--- config.mk ---
export PLATFORM = sky130hd
export DESIGN_NAME = tmadd_top
export DESIGN_NICKNAME = d
export VERILOG_FILES = /design/src/rtl/tmadd_pkg.sv /design/src/rtl/tmadd_seq.sv /design/src/rtl/tmadd_operands.sv /design/src/rtl/tmadd_adder.sv /design/src/rtl/tmadd_results.sv /design/src/rtl/tmadd_top.sv
export SDC_FILE = /design/constraint.sdc
export NUM_CORES = 1
export LEC_CHECK = 0
export BUFFER_PORTS_ARGS = -buffer_cell sky130_fd_sc_hd__buf_2
export CAP_MARGIN = 15
export CORE_AREA = 4 4 41 43
export DETAILED_ROUTE_END_ITERATION = 8
export DIE_AREA = 0 0 45 47
export PLACE_DENSITY = 0.53
export SLEW_MARGIN = 20
export SYNTH_ARGS = -nofsm -noshare
export SYNTH_HDL_FRONTEND = slang
export SYNTH_SLANG_ARGS = --single-unit
export TNS_END_PERCENT = 1
--- constraint.sdc ---
create_clock -name clk -period 1.8 [get_ports clk]
set_input_delay 0.36 -clock clk [delete_from_list [all_inputs] [get_ports clk]]
set_output_delay 0.36 -clock clk [all_outputs]
set_load 0.005 [all_outputs]
--- src/rtl/tmadd_pkg.sv ---
package tmadd_pkg;

  typedef enum logic {
    STEP_PAIR0 = 1'b0,
    STEP_PAIR1 = 1'b1
  } step_e;

  function automatic step_e step_after(input step_e cur);
    return (cur == STEP_PAIR0) ? STEP_PAIR1 : STEP_PAIR0;
  endfunction

endpackage

--- src/rtl/tmadd_seq.sv ---
module tmadd_seq
  import tmadd_pkg::*;
(
  input  logic  clk,
  input  logic  rst,
  output step_e step
);

  always_ff @(posedge clk) begin
    if (rst) step <= STEP_PAIR0;
    else     step <= step_after(step);
  end

endmodule

--- src/rtl/tmadd_operands.sv ---
module tmadd_operands
  import tmadd_pkg::*;
#(
  parameter int W = 1
) (
  input  logic         clk,
  input  logic         rst,
  input  step_e        step,
  input  logic [W-1:0] p0_x,
  input  logic [W-1:0] p0_y,
  input  logic [W-1:0] p1_x,
  input  logic [W-1:0] p1_y,
  output logic [W-1:0] opr_x,
  output logic [W-1:0] opr_y,
  output logic         opr_tag,
  output logic         opr_vld
);

  logic [W-1:0] sel_x;
  logic [W-1:0] sel_y;

  // input multiplexers steered by the sequencer
  always_comb begin
    if (step == STEP_PAIR0) begin
      sel_x = p0_x;
      sel_y = p0_y;
    end else begin
      sel_x = p1_x;
      sel_y = p1_y;
    end
  end

  always_ff @(posedge clk) begin
    if (rst) begin
      opr_x   <= '0;
      opr_y   <= '0;
      opr_tag <= 1'b0;
      opr_vld <= 1'b0;
    end else begin
      opr_x   <= sel_x;
      opr_y   <= sel_y;
      opr_tag <= (step == STEP_PAIR1);
      opr_vld <= 1'b1;
    end
  end

endmodule

--- src/rtl/tmadd_adder.sv ---
module tmadd_adder #(
  parameter int W = 1
) (
  input  logic [W-1:0] x,
  input  logic [W-1:0] y,
  output logic [W:0]   total
);

  // ripple of half/full cells; for one bit: sum = x^y, carry = x&y
  function automatic logic [W:0] ripple_add(input logic [W-1:0] u,
                                            input logic [W-1:0] v);
    logic [W:0] r;
    logic       cy;
    cy = 1'b0;
    for (int i = 0; i < W; i++) begin
      r[i] = u[i] ^ v[i] ^ cy;
      cy   = (u[i] & v[i]) | (cy & (u[i] ^ v[i]));
    end
    r[W] = cy;
    return r;
  endfunction

  assign total = ripple_add(x, y);

endmodule

--- src/rtl/tmadd_results.sv ---
module tmadd_results #(
  parameter int W = 1
) (
  input  logic       clk,
  input  logic       rst,
  input  logic       wr0,
  input  logic       wr1,
  input  logic [W:0] total,
  output logic [W:0] res0,
  output logic [W:0] res1,
  output logic       both_vld
);

  always_ff @(posedge clk) begin
    if (rst) begin
      res0     <= '0;
      res1     <= '0;
      both_vld <= 1'b0;
    end else begin
      if (wr0) res0 <= total;
      if (wr1) res1 <= total;
      both_vld <= wr1;
    end
  end

endmodule

--- src/rtl/tmadd_top.sv ---
module tmadd_top
  import tmadd_pkg::*;
#(
  parameter int W = 1
) (
  input  logic         clk,
  input  logic         rst,
  input  logic [W-1:0] p0_x,
  input  logic [W-1:0] p0_y,
  input  logic [W-1:0] p1_x,
  input  logic [W-1:0] p1_y,
  output logic [W:0]   res0,
  output logic [W:0]   res1,
  output logic         both_vld
);

  step_e        step;
  logic [W-1:0] opr_x;
  logic [W-1:0] opr_y;
  logic         opr_tag;
  logic         opr_vld;
  logic [W:0]   total;
  logic         wr0;
  logic         wr1;

  tmadd_seq u_seq (
    .clk  (clk),
    .rst  (rst),
    .step (step)
  );

  tmadd_operands #(.W(W)) u_opr (
    .clk     (clk),
    .rst     (rst),
    .step    (step),
    .p0_x    (p0_x),
    .p0_y    (p0_y),
    .p1_x    (p1_x),
    .p1_y    (p1_y),
    .opr_x   (opr_x),
    .opr_y   (opr_y),
    .opr_tag (opr_tag),
    .opr_vld (opr_vld)
  );

  tmadd_adder #(.W(W)) u_add (
    .x     (opr_x),
    .y     (opr_y),
    .total (total)
  );

  // named write events, visible to the checker
  assign wr0 = opr_vld & ~opr_tag;
  assign wr1 = opr_vld &  opr_tag;

  tmadd_results #(.W(W)) u_res (
    .clk      (clk),
    .rst      (rst),
    .wr0      (wr0),
    .wr1      (wr1),
    .total    (total),
    .res0     (res0),
    .res1     (res1),
    .both_vld (both_vld)
  );

endmodule

Word-level counts from Yosys, hierarchy flattened

Cells that the tools add are included.

Flip-flop bits (word level): 10
Output and inout bits: 5
Input bits: 6

Multiplexer cells: 4
Bitwise operators: 5

Operator list:

| operator          | count |
|---|---|
| two-way mux 1 bit | 4 |
| AND 1 bit         | 3 |
| NOT 1 bit         | 1 |
| XOR 1 bit         | 1 |

Longest topological paths before layout

Gate-level depths: netlist of run 1.

Depth in word-level cells: 2
Gate-level depth with buffers: 3

Cells and area by module

Synthesis of run 1 repeated with hierarchy kept, for this count alone.

Cell total of the unflattened synthesis: 29
Area, all modules: 331.6 um2

By module, submodules not included:

| module         | times used | cells each | seq. area each (um2) | area an instance (um2) |
|---|---|---|---|---|
| tmadd_results  | 1          | 14         | 100.1                | 161.4 |
| tmadd_operands | 1          | 10         | 80.1                 | 117.6 |
| tmadd_seq      | 1          | 2          | 20.0                 | 23.8 |
| tmadd_top      | 1          | 2          | 0.0                  | 16.3 |
| tmadd_adder    | 1          | 1          | 0.0                  | 12.5 |

Worst setup path after synthesis of run 1

OpenSTA, ideal clock, no wires.

Path type: flip-flop to flip-flop
Start: register u_opr.opr_x
End: register u_res.res1[0]
Clock period less this slack: 0.808 ns
Data arrival time: 0.688 ns
Setup time: 0.120 ns
Required time: 1.680 ns
Slack: 0.992 ns
Cell stages (with the launch flop): 4
Path through: dfxtp_1 -> ha_1 -> nand2b_1 -> mux2i_1

Longest elaborated chain between the ends: 1

Ends and longest elaborated chain:

| element                | RTL line             | RTL |
|---|---|---|
| start, declared        | tmadd_operands.sv:13 | `output logic [W-1:0] opr_x,` |
| start signal, assigned | tmadd_operands.sv:40 | `opr_x <= sel_x;` |
| XOR 1 bit              | -                    |  |
| named net total[0]     | tmadd_top.sv:22      | `logic [W:0] total;` |
| end signal, assigned   | tmadd_results.sv:21  | `if (wr1) res1 <= total;` |
| end, declared          | tmadd_results.sv:10  | `output logic [W:0] res1,` |

The timed path passes the listed nets, and every way through them passes these cells.
A chain may end at the register's enable or synchronous reset.

Final worst setup path of run 1

Start: register u_res.res1[1]
End: output res1[1]

RTL lines:

| element       | RTL line        | RTL |
|---|---|---|
| end, declared | tmadd_top.sv:13 | `output logic [W:0] res1,` |

No word-level cell between the ends.

==> results of run 1 <==
cells by family (layout without fill, tap and decap cells):
logic type | count (synthesis) | after routing | synth area share
flip-flops | 10 | 10 | 0.542
buffers and inverters | 2 | 14 | 0.0407
multiplexers | 6 | 6 | 0.163
AND/OR/NAND/NOR | 13 | 13 | 0.220
adder cells (fa/ha/maj) | 1 | 1 | 0.0339
worst register-to-register path, stage by stage (launching register included):
cell	delay, ns
dfxtp_1	0.30
ha_1	0.29
nand2b_1	0.09
mux2i_1	0.08
cell usage after synthesis:
master    number
and2_1         2
buf_6          1
nor2b_1        1
nand2b_4       1
inv_1          1
ha_1           1
mux2i_1        6
nand2b_1       6
nor2_1         3
dfxtp_1       10
power breakdown:
group	internal (mW)	switching (mW)
Combinational	0.0190	0.0139
Sequential	0.232	0.00471
Clock	0.0767	0.0661
metrics by stage:
| stage | setup WS (ns) | instances | utilization |
|---|---|---|---|
| after floorplan | 0.992 | 32 | - |
| after global placement | 0.905 | 56 | 0.328 |
| after detailed placement | 0.899 | 56 | 0.328 |
| after CTS | 0.717 | 59 | 0.345 |
| after global routing | 0.681 | 59 | 0.345 |
| final | 0.733 | 59 | 0.345 |
layer usage:
metal / part of all wire / vias up / global-route usage / wire (um)
li1: - / 126 / - / -
met1: 0.52 / 92 / 0.0718 / 265
met2: 0.38 / 9 / 0.0763 / 193
met3: 0.11 / 0 / 0.0460 / 54
met4: 0 / 0 / 0.0526 / 0
met5: 0 / - / 0 / 0
layout make-up:
class	count	area, sq um	share of cell area
clock buffers	3	22.5	0.0501
inverters	1	3.75	0.00836
multi-input cells	20	154	0.343
flip-flops and latches	10	200	0.446
well taps	15	18.8	0.0418
repair buffers	10	50.0	0.111
sequential cells by signal, indices dropped and copies added, names as in the netlist:
signal,flops
u_res.res0,2
u_res.res1,2
u_opr.opr_tag,1
u_opr.opr_vld,1
u_opr.opr_x,1
u_opr.opr_y,1
u_res.both_vld,1
u_seq.step,1
path summary, 6_finish.rpt:
| check | startpoint | to | slack, ns | cells after the start |
|---|---|---|---|---|
| max | u_res.res1[1]$_SDFFE_PP0P_ | res1[1] | 0.73 | 1 |
| min | p0_x | u_opr.opr_x$_SDFF_PP0_ | 0.34 | 3 |
| max reg2reg | u_opr.opr_x$_SDFF_PP0_ | u_res.res1[0]$_SDFFE_PP0P_ | 0.94 | 3 |
| min reg2reg | u_seq.step$_SDFF_PP0_ | u_seq.step$_SDFF_PP0_ | 0.47 | 1 |
==> impl_metrics.py, run 1 <==
metrics = {
    "outcome": {
        "run_status": "finished clean",
    },
    "final_layout": {
        "num_antenna_cells": 0,
        "drive_above_1_share": 0.318,
        "design_area_sq_um": 449,
        "nFillCells": 141,
        "nets": 53,
        "final_cell_mix": "10 x buf_2, 10 x dfxtp_1, 6 x mux2i_1, 6 x nand2b_1",
        "syn_to_final_growth_pct": 21.7,
    },
    "worst_setup_path": {
        "crit_slowest_cell": "dfxtp_1",
        "crit_type": "reg2out",
        "path_cells": "buf_2",
        "critPathArrivalTime_ns": 0.71,
        "end_kind": "output pin",
        "cpPeakStageDelay_ns": 0.33,
        "worst-path-buf-inv": 1,
        "worstPathRequired_ns": 1.44,
        "cp_max_fo": 2,
        "crit_family": "flip-flops",
        "start_kind": "flop",
    },
    "clock_network": {
        "postCtsSetupBuffers": 0,
        "cts_tree": "done",
        "clock_path_buffers": 2,
        "htree_num_levels": 1,
        "root_buffer": "clkbuf_4",
        "path_clk_slew_ns": 0.06,
        "cts_made_buffers": 3,
        "clock_latency_ns": 0.26,
        "cts_sinks": 10,
        "cts_resized": 0,
        "hold_buffers": 0,
    },
    "logic_synthesis": {
        "yosysWarnings": 0,
        "yosysTopAreaCellShare": 0.542,
        "synth-seq-cells": 10,
        "synth_nets": 39,
        "avgSynthCellArea_sq_um": 11.5,
        "yosysTopAreaCell": "dfxtp_1",
        "synthDistinctLibCells": 10,
        "syn_inst": 32,
        "ys_seq_area_frac": 0.542,
        "synth.cell_area_sq_um": 369,
        "synth_area_leaders": "dfxtp_1 54%, mux2i_1 16%, nand2b_1 10%",
    },
    "sta": {
        "finalHoldViolations": 0,
        "clock_skew_ns": 0.00575,
        "setup_viol": 0,
        "max_freq_mhz": 937,
        "worst_pin_slew_ns": 0.140,
        "setup_tns_ns": 0,
        "period_needed_ns": 1.07,
        "holdWs_ns": 0.342,
        "slew_headroom": 0.904,
        "rsz0062_at_grt": "false",
        "post-route-period-util": 0.593,
        "drv_slew": 0,
    },
    "die": {
        "initial_core_util": 0.284,
        "rows": 13,
        "fp.dieArea_sq_mm": 0.00212,
        "die_h_um": 47,
        "fp.dieW_um": 45,
        "num_io_pins": 11,
        "design.core.area_sq_mm": 0.00130,
    },
    "pwr": {
        "cellLeakagePower_nw": 0.216,
        "max-vdd-ir-drop_v": 0.000386,
        "total_power_mw": 0.412,
        "power.density_mw_per_mm2": 918,
    },
    "route": {
        "vias_per_cell": 3.85,
        "drc_errors": 0,
        "antenna_left": 0,
        "drtIter0Drc": 2,
        "avgRoutedWirePerCell_um": 8.69,
        "vias": 227,
        "dr.pass1.iters": 2,
        "wirelength_um": 513,
    },
    "job": {
        "max-cap-violations": 0,
    },
    "grt": {
        "antenna_found_initial": 0,
        "grt_pass1_vias": 201,
        "grt_use_total": 0.0628,
        "overflow": 0,
        "grt_max_degree": 12,
        "grt_pass1_wl_um": 862,
    },
    "placed_design": {
        "dpl.hpwl_um": 397,
        "dpl_cell_area_sq_um": 427,
        "io_buffers": 10,
        "place.gp.congestion": 0.694,
    },
    "min_path": {
        "hold_path_class": "in2reg",
    },
}
No activity file was read; power rests on OpenSTA's default activity.
==> inputs of run 2 (changes only) <==
- ABC_AREA: not set -> 1
- clock period: 1.8 -> 0.9 ns (I/O delays scaled with it)
==> impl_metrics.py, run 2 <==
metrics = {
    "outcome": {
        "run_status": "finished clean",
    },
    "final_layout": {
        "fin_cells": 72,
        "num_antenna_cells": 0,
        "fin_util": 0.359,
        "final_cell_mix": "12 x nand2_1, 10 x buf_2, 6 x nor2_1",
        "drive_above_1_share": 0.404,
        "nets": 65,
        "syn_to_final_growth_pct": 36.1,
        "reg_top3": "u_res.res0 x2, u_res.res1 x2",
        "layout_commonest_cell": "nand2_1",
    },
    "die": {
        "rows": 13,
        "fp.dieW_um": 45,
        "die_h_um": 47,
        "initial_core_util": 0.263,
        "fp.dieArea_sq_mm": 0.00212,
        "num_io_pins": 11,
        "design.core.area_sq_mm": 0.00130,
    },
    "sta": {
        "finalHoldViolations": 0,
        "clock_skew_ns": 0.00173,
        "setup_viol": 0,
        "period_needed_ns": 0.880,
        "rsz0062_at_grt": "true",
        "drv_slew": 0,
        "max_freq_mhz": 1140,
        "slew_headroom": 0.867,
        "post-route-period-util": 0.978,
        "worst_pin_slew_ns": 0.199,
        "holdWs_ns": 0.100,
        "setup_slack_ns": 0.0196,
    },
    "worst_setup_path": {
        "cpPeakStageDelay_ns": 0.37,
        "end_kind": "flop",
        "path_cells": "ha_4 > inv_1 > nand3_1 > nand2_1 > nor2_1",
        "crit_type": "reg2reg",
        "r2r-start": "u_opr.opr_y$_SDFF_PP0_",
        "critPathArrivalTime_ns": 1.04,
        "crit_slowest_cell": "dfxtp_1",
        "worst-path-buf-inv": 1,
        "start_kind": "flop",
        "crit_family": "flip-flops",
        "cp-startpoint": "u_opr.opr_y$_SDFF_PP0_",
        "cp_max_fo": 2,
        "worstPathRequired_ns": 1.06,
    },
    "grt": {
        "grt.met2_usage": 0.0932,
        "grt_use_total": 0.0666,
        "met3_usage": 0.0843,
        "overflow": 0,
        "antenna_found_initial": 0,
        "grt_pass1_vias": 229,
        "grt_pass1_wl_um": 876,
        "use_met1": 0.0529,
        "grt_max_degree": 7,
        "grt.busiest_layer": "met2",
    },
    "placed_design": {
        "place_ws_ns": -0.0109,
        "io_buffers": 10,
        "place.gp.congestion": 0.639,
        "post-place-cells": 68,
        "dpl.hpwl_um": 441,
    },
    "route": {
        "vias": 286,
        "drtIter0Drc": 3,
        "antenna_left": 0,
        "dr.pass1.iters": 4,
        "avgRoutedWirePerCell_um": 8.31,
        "vias_per_cell": 3.97,
        "drc_errors": 0,
        "wirelength_um": 598,
    },
    "pwr": {
        "total_power_mw": 0.965,
        "max-vdd-ir-drop_v": 0.000877,
        "power.density_mw_per_mm2": 2070,
        "cellLeakagePower_nw": 0.235,
    },
    "logic_synthesis": {
        "synth_compound_area_frac": 0.0292,
        "yosysTopAreaCellShare": 0.584,
        "syn_inst": 43,
        "synthDistinctLibCells": 9,
        "avgSynthCellArea_sq_um": 7.97,
        "synth.cell_area_sq_um": 343,
        "synth-adder-area-share": 0.0365,
        "yosysMostFrequentCell": "nand2_1",
        "synth_area_leaders": "dfxtp_1 58%, nand2_1 13%, nor2_1 6.6%",
        "synthTopCellsByCount": "12 x nand2_1, 10 x dfxtp_1, 6 x nor2_1",
        "synth_xor_area_frac": 0,
        "ys.flop_type": "dfxtp_1",
        "yosysWarnings": 0,
        "synthSimpleGateAreaFrac": 0.274,
        "synth-seq-cells": 10,
        "synth_nets": 50,
        "synth_top_family_by_area": "simple AND/OR/NAND/NOR gates",
        "synth-edff-count": 0,
        "synthArstFlopShare": 0,
        "ys_seq_area_frac": 0.584,
        "yosysTopAreaCell": "dfxtp_1",
        "synth.area.mux_share": 0,
    },
    "clock_network": {
        "clock_path_buffers": 2,
        "clock_latency_ns": 0.26,
        "postCtsSetupBuffers": 0,
        "cts_tree": "done",
        "root_buffer": "clkbuf_4",
        "cts_made_buffers": 3,
        "path_clk_slew_ns": 0.07,
        "cts_sinks": 10,
        "htree_num_levels": 1,
    },
    "job": {
        "max-cap-violations": 0,
    },
    "min_path": {
        "hold_path_class": "in2reg",
        "hp-start": "p0_y",
    },
}
[run 2: final cells by class]
type	instances	area, sq um
Fill cell	148	835
Sequential cell	10	206
Multi-Input combinational cell	26	129
Timing Repair Buffer	10	50.0
Clock buffer	4	36.3
Inverter	7	26.3
Tap cell	15	18.8
[run 2: logic make-up after synthesis]
group,after synthesis
AOI/OAI and AO/OA,2
adders and majority gates,1
buffers and inverters,7
DFF,10
and+or+nand+nor,23
[run 2: layer usage]
layer  vias up  wire length (um)
li1        157                 -
met1       117               245
met2        12               258
met3         0                94
met4         0                 0
met5         -                 0
[run 2: path summary, 6_finish.rpt]
kind                                     end  slack [ns]  cells after the start
setup / recovery  u_res.res0[0]$_SDFFE_PP0P_        0.02                      5
hold / removal        u_opr.opr_y$_SDFF_PP0_        0.10                      3
setup reg to reg  u_res.res0[0]$_SDFFE_PP0P_        0.02                      5
hold reg to reg   u_res.res1[1]$_SDFFE_PP0P_        0.46                      2
[run 2: repair_timing]
| action | in CTS | in global routing |
|---|---|---|
| hold buffers | 0 | 0 |
| gates resized for setup | 0 | 6 |
| pin swaps | 1 | 1 |
| setup endpoints to repair | 1 | 6 |
[run 2: power by group]
part / internal [mW] / switching (mW)
combinational: 0.0389 / 0.0394
clock: 0.246 / 0.154
sequential: 0.470 / 0.0174
total: 0.754 / 0.211
[run 2: through the flow]
stage               area [sq um]  setup TNS (ns)
finish                       467               0
global route                 467         -0.0609
CTS                          448         -0.0286
detailed placement           412         -0.0109
global placement             412        -0.00481
floorplan                    343               0
[run 2: worst reg2reg max path: cells and delay by family (launching register included)]
kind / cells / cell delay (ns)
flip-flops: 1 / 0.37
adder cells (fa/ha/maj): 1 / 0.22
AND/OR/NAND/NOR: 3 / 0.14
buffers and inverters: 1 / 0.05
==> inputs of run 3 (changes only) <==
- clock period: 0.9 -> 0.8 ns (I/O delays scaled with it)
==> impl_metrics.py, run 3 (synthesized netlist as in run 2, its figures left out) <==
metrics = {
    "pwr": {
        "max-vdd-ir-drop_v": 0.00129,
        "power.density_mw_per_mm2": 2220,
        "total_power_mw": 1.10,
        "cellLeakagePower_nw": 0.243,
    },
    "placed_design": {
        "post-place-cells": 68,
        "dpl.hpwl_um": 435,
        "place.gp.congestion": 0.655,
        "io_buffers": 10,
    },
    "grt": {
        "grt_pass1_wl_um": 938,
        "met3_usage": 0.0690,
        "grt_use_total": 0.0691,
        "grt.busiest_layer": "met2",
        "grt.met2_usage": 0.0904,
        "use_met1": 0.0716,
        "overflow": 0,
        "grt_pass1_vias": 238,
        "antenna_found_initial": 0,
        "grt_max_degree": 7,
    },
    "worst_setup_path": {
        "crit_slowest_cell": "dfxtp_2",
        "cp_max_fo": 2,
        "worstPathRequired_ns": 0.64,
        "critPathArrivalTime_ns": 0.70,
        "crit_family": "flip-flops",
        "r2r-start": "u_opr.opr_x$_SDFF_PP0_",
        "cp.depth": 1,
        "rr_worst_depth": 5,
        "start_kind": "flop",
        "cp-startpoint": "u_res.res1[1]$_SDFFE_PP0P_",
        "setup.worst_path.end": "res1[1]",
        "crit_type": "reg2out",
        "end_kind": "output pin",
        "cpPeakStageDelay_ns": 0.32,
        "reg2reg_to": "u_res.res0[0]$_SDFFE_PP0P_",
        "path_cells": "buf_2",
        "r2r_slack_ns": -0.05,
        "worst-path-buf-inv": 1,
    },
    "sta": {
        "setup_viol": 7,
        "clock_skew_ns": 0.00243,
        "post-route-period-util": 1.07,
        "drv_slew": 0,
        "period_needed_ns": 0.855,
        "setup_tns_ns": -0.338,
        "setup_slack_ns": -0.0555,
        "rsz0062_at_grt": "true",
        "worst_pin_slew_ns": 0.175,
        "finalHoldViolations": 0,
        "slew_headroom": 0.883,
        "max_freq_mhz": 1170,
    },
    "die": {
        "num_io_pins": 11,
        "rows": 13,
        "design.core.area_sq_mm": 0.00130,
        "initial_core_util": 0.263,
        "fp.dieW_um": 45,
        "die_h_um": 47,
        "fp.dieArea_sq_mm": 0.00212,
    },
    "clock_network": {
        "path_clk_slew_ns": 0.07,
        "hold_buffers": 0,
        "cts_tree": "done",
        "htree_num_levels": 1,
        "cts_made_buffers": 3,
        "clock_latency_ns": 0.26,
        "root_buffer": "clkbuf_4",
        "clock_path_buffers": 2,
        "cts_sinks": 10,
    },
    "min_path": {
        "min_path_cells": 3,
        "hold_path_class": "in2reg",
    },
    "route": {
        "wirelength_um": 588,
        "dr.pass1.iters": 2,
        "avgRoutedWirePerCell_um": 8.05,
        "vias": 281,
        "vias_per_cell": 3.85,
        "drc_errors": 0,
        "drtIter0Drc": 2,
        "antenna_left": 0,
    },
    "final_layout": {
        "final_cell_mix": "12 x nand2_1, 10 x buf_2, 8 x dfxtp_2",
        "nFillCells": 149,
        "drive_above_1_share": 0.552,
        "layout_commonest_cell": "nand2_1",
        "fin_cells": 73,
        "reg_top3": "u_res.res0 x2, u_res.res1 x2",
        "nets": 66,
        "syn_to_final_growth_pct": 44.5,
        "num_antenna_cells": 0,
        "fin_util": 0.381,
    },
    "outcome": {
        "run_status": "finished with violations",
        "failed_checks": "negative setup slack",
    },
    "job": {
        "max-cap-violations": 0,
    },
}
==> run 3: cell types whose count changed in the layout (fill, tap and decap cells not counted), sizes merged <==
cell,before,now
buf,10,11
==> run 3: area by class of cell <==
| cell class | count | area (sq um) | share of cell area |
|---|---|---|---|
| inverter | 7 | 26.3 | 0.0530 |
| multi-input combinational | 26 | 146 | 0.295 |
| clock buffer | 4 | 36.3 | 0.0732 |
| tap | 15 | 18.8 | 0.0379 |
| timing repair buffer | 11 | 57.6 | 0.116 |
| sequential | 10 | 210 | 0.424 |
==> run 3: how the worst min path moves through the flow <==
| stage | slack, ns | start | endpoint |
|---|---|---|---|
| 2_1_floorplan | 0.23 | rst | u_res.res1[0]$_SDFFE_PP0P_ |
| 3_3_place_gp | 0.35 | p0_y | u_opr.opr_y$_SDFF_PP0_ |
| 3_5_place_dp | 0.35 | p0_y | u_opr.opr_y$_SDFF_PP0_ |
| 4_1_cts | 0.07 | p0_y | u_opr.opr_y$_SDFF_PP0_ |
| 5_1_grt | 0.08 | p0_x | u_opr.opr_x$_SDFF_PP0_ |
| 6_report | 0.08 | p0_y | u_opr.opr_y$_SDFF_PP0_ |
==> run 3: where the power goes <==
group	leakage (nW)	switching (mW)	internal, mW
Sequential	0.0851	0.0202	0.530
Combinational	0.137	0.0491	0.0482
Clock	0.0210	0.174	0.276
==> run 3: through the flow <==
step / worst slack [ns] / instance area [sq um] / hold WS (ns)
after floorplan: -0.0671 / 343 / 0.229
final: -0.0555 / 495 / 0.0828
after CTS: -0.111 / 450 / 0.0709
after detailed placement: -0.105 / 412 / 0.353
after global routing: -0.0943 / 495 / 0.0768
after global placement: -0.0982 / 412 / 0.353
==> run 3: timing repair <==
item,4_1_cts,5_1_grt
cloned,0,0
gates resized for setup,2,12
setup endpoints to repair,8,9
pin swaps,2,3
buffers inserted,0,1
==> run 3: worst min-delay path: stages <==
cell     delay [ns]
buf_2          0.07
nand2_1        0.04
nand2_1        0.04
==> run 3: layer usage <==
layer / up-vias / wire, um
met5: - / 0
met4: 0 / 0
met3: 0 / 83
met2: 13 / 240
met1: 108 / 264
li1: 160 / -
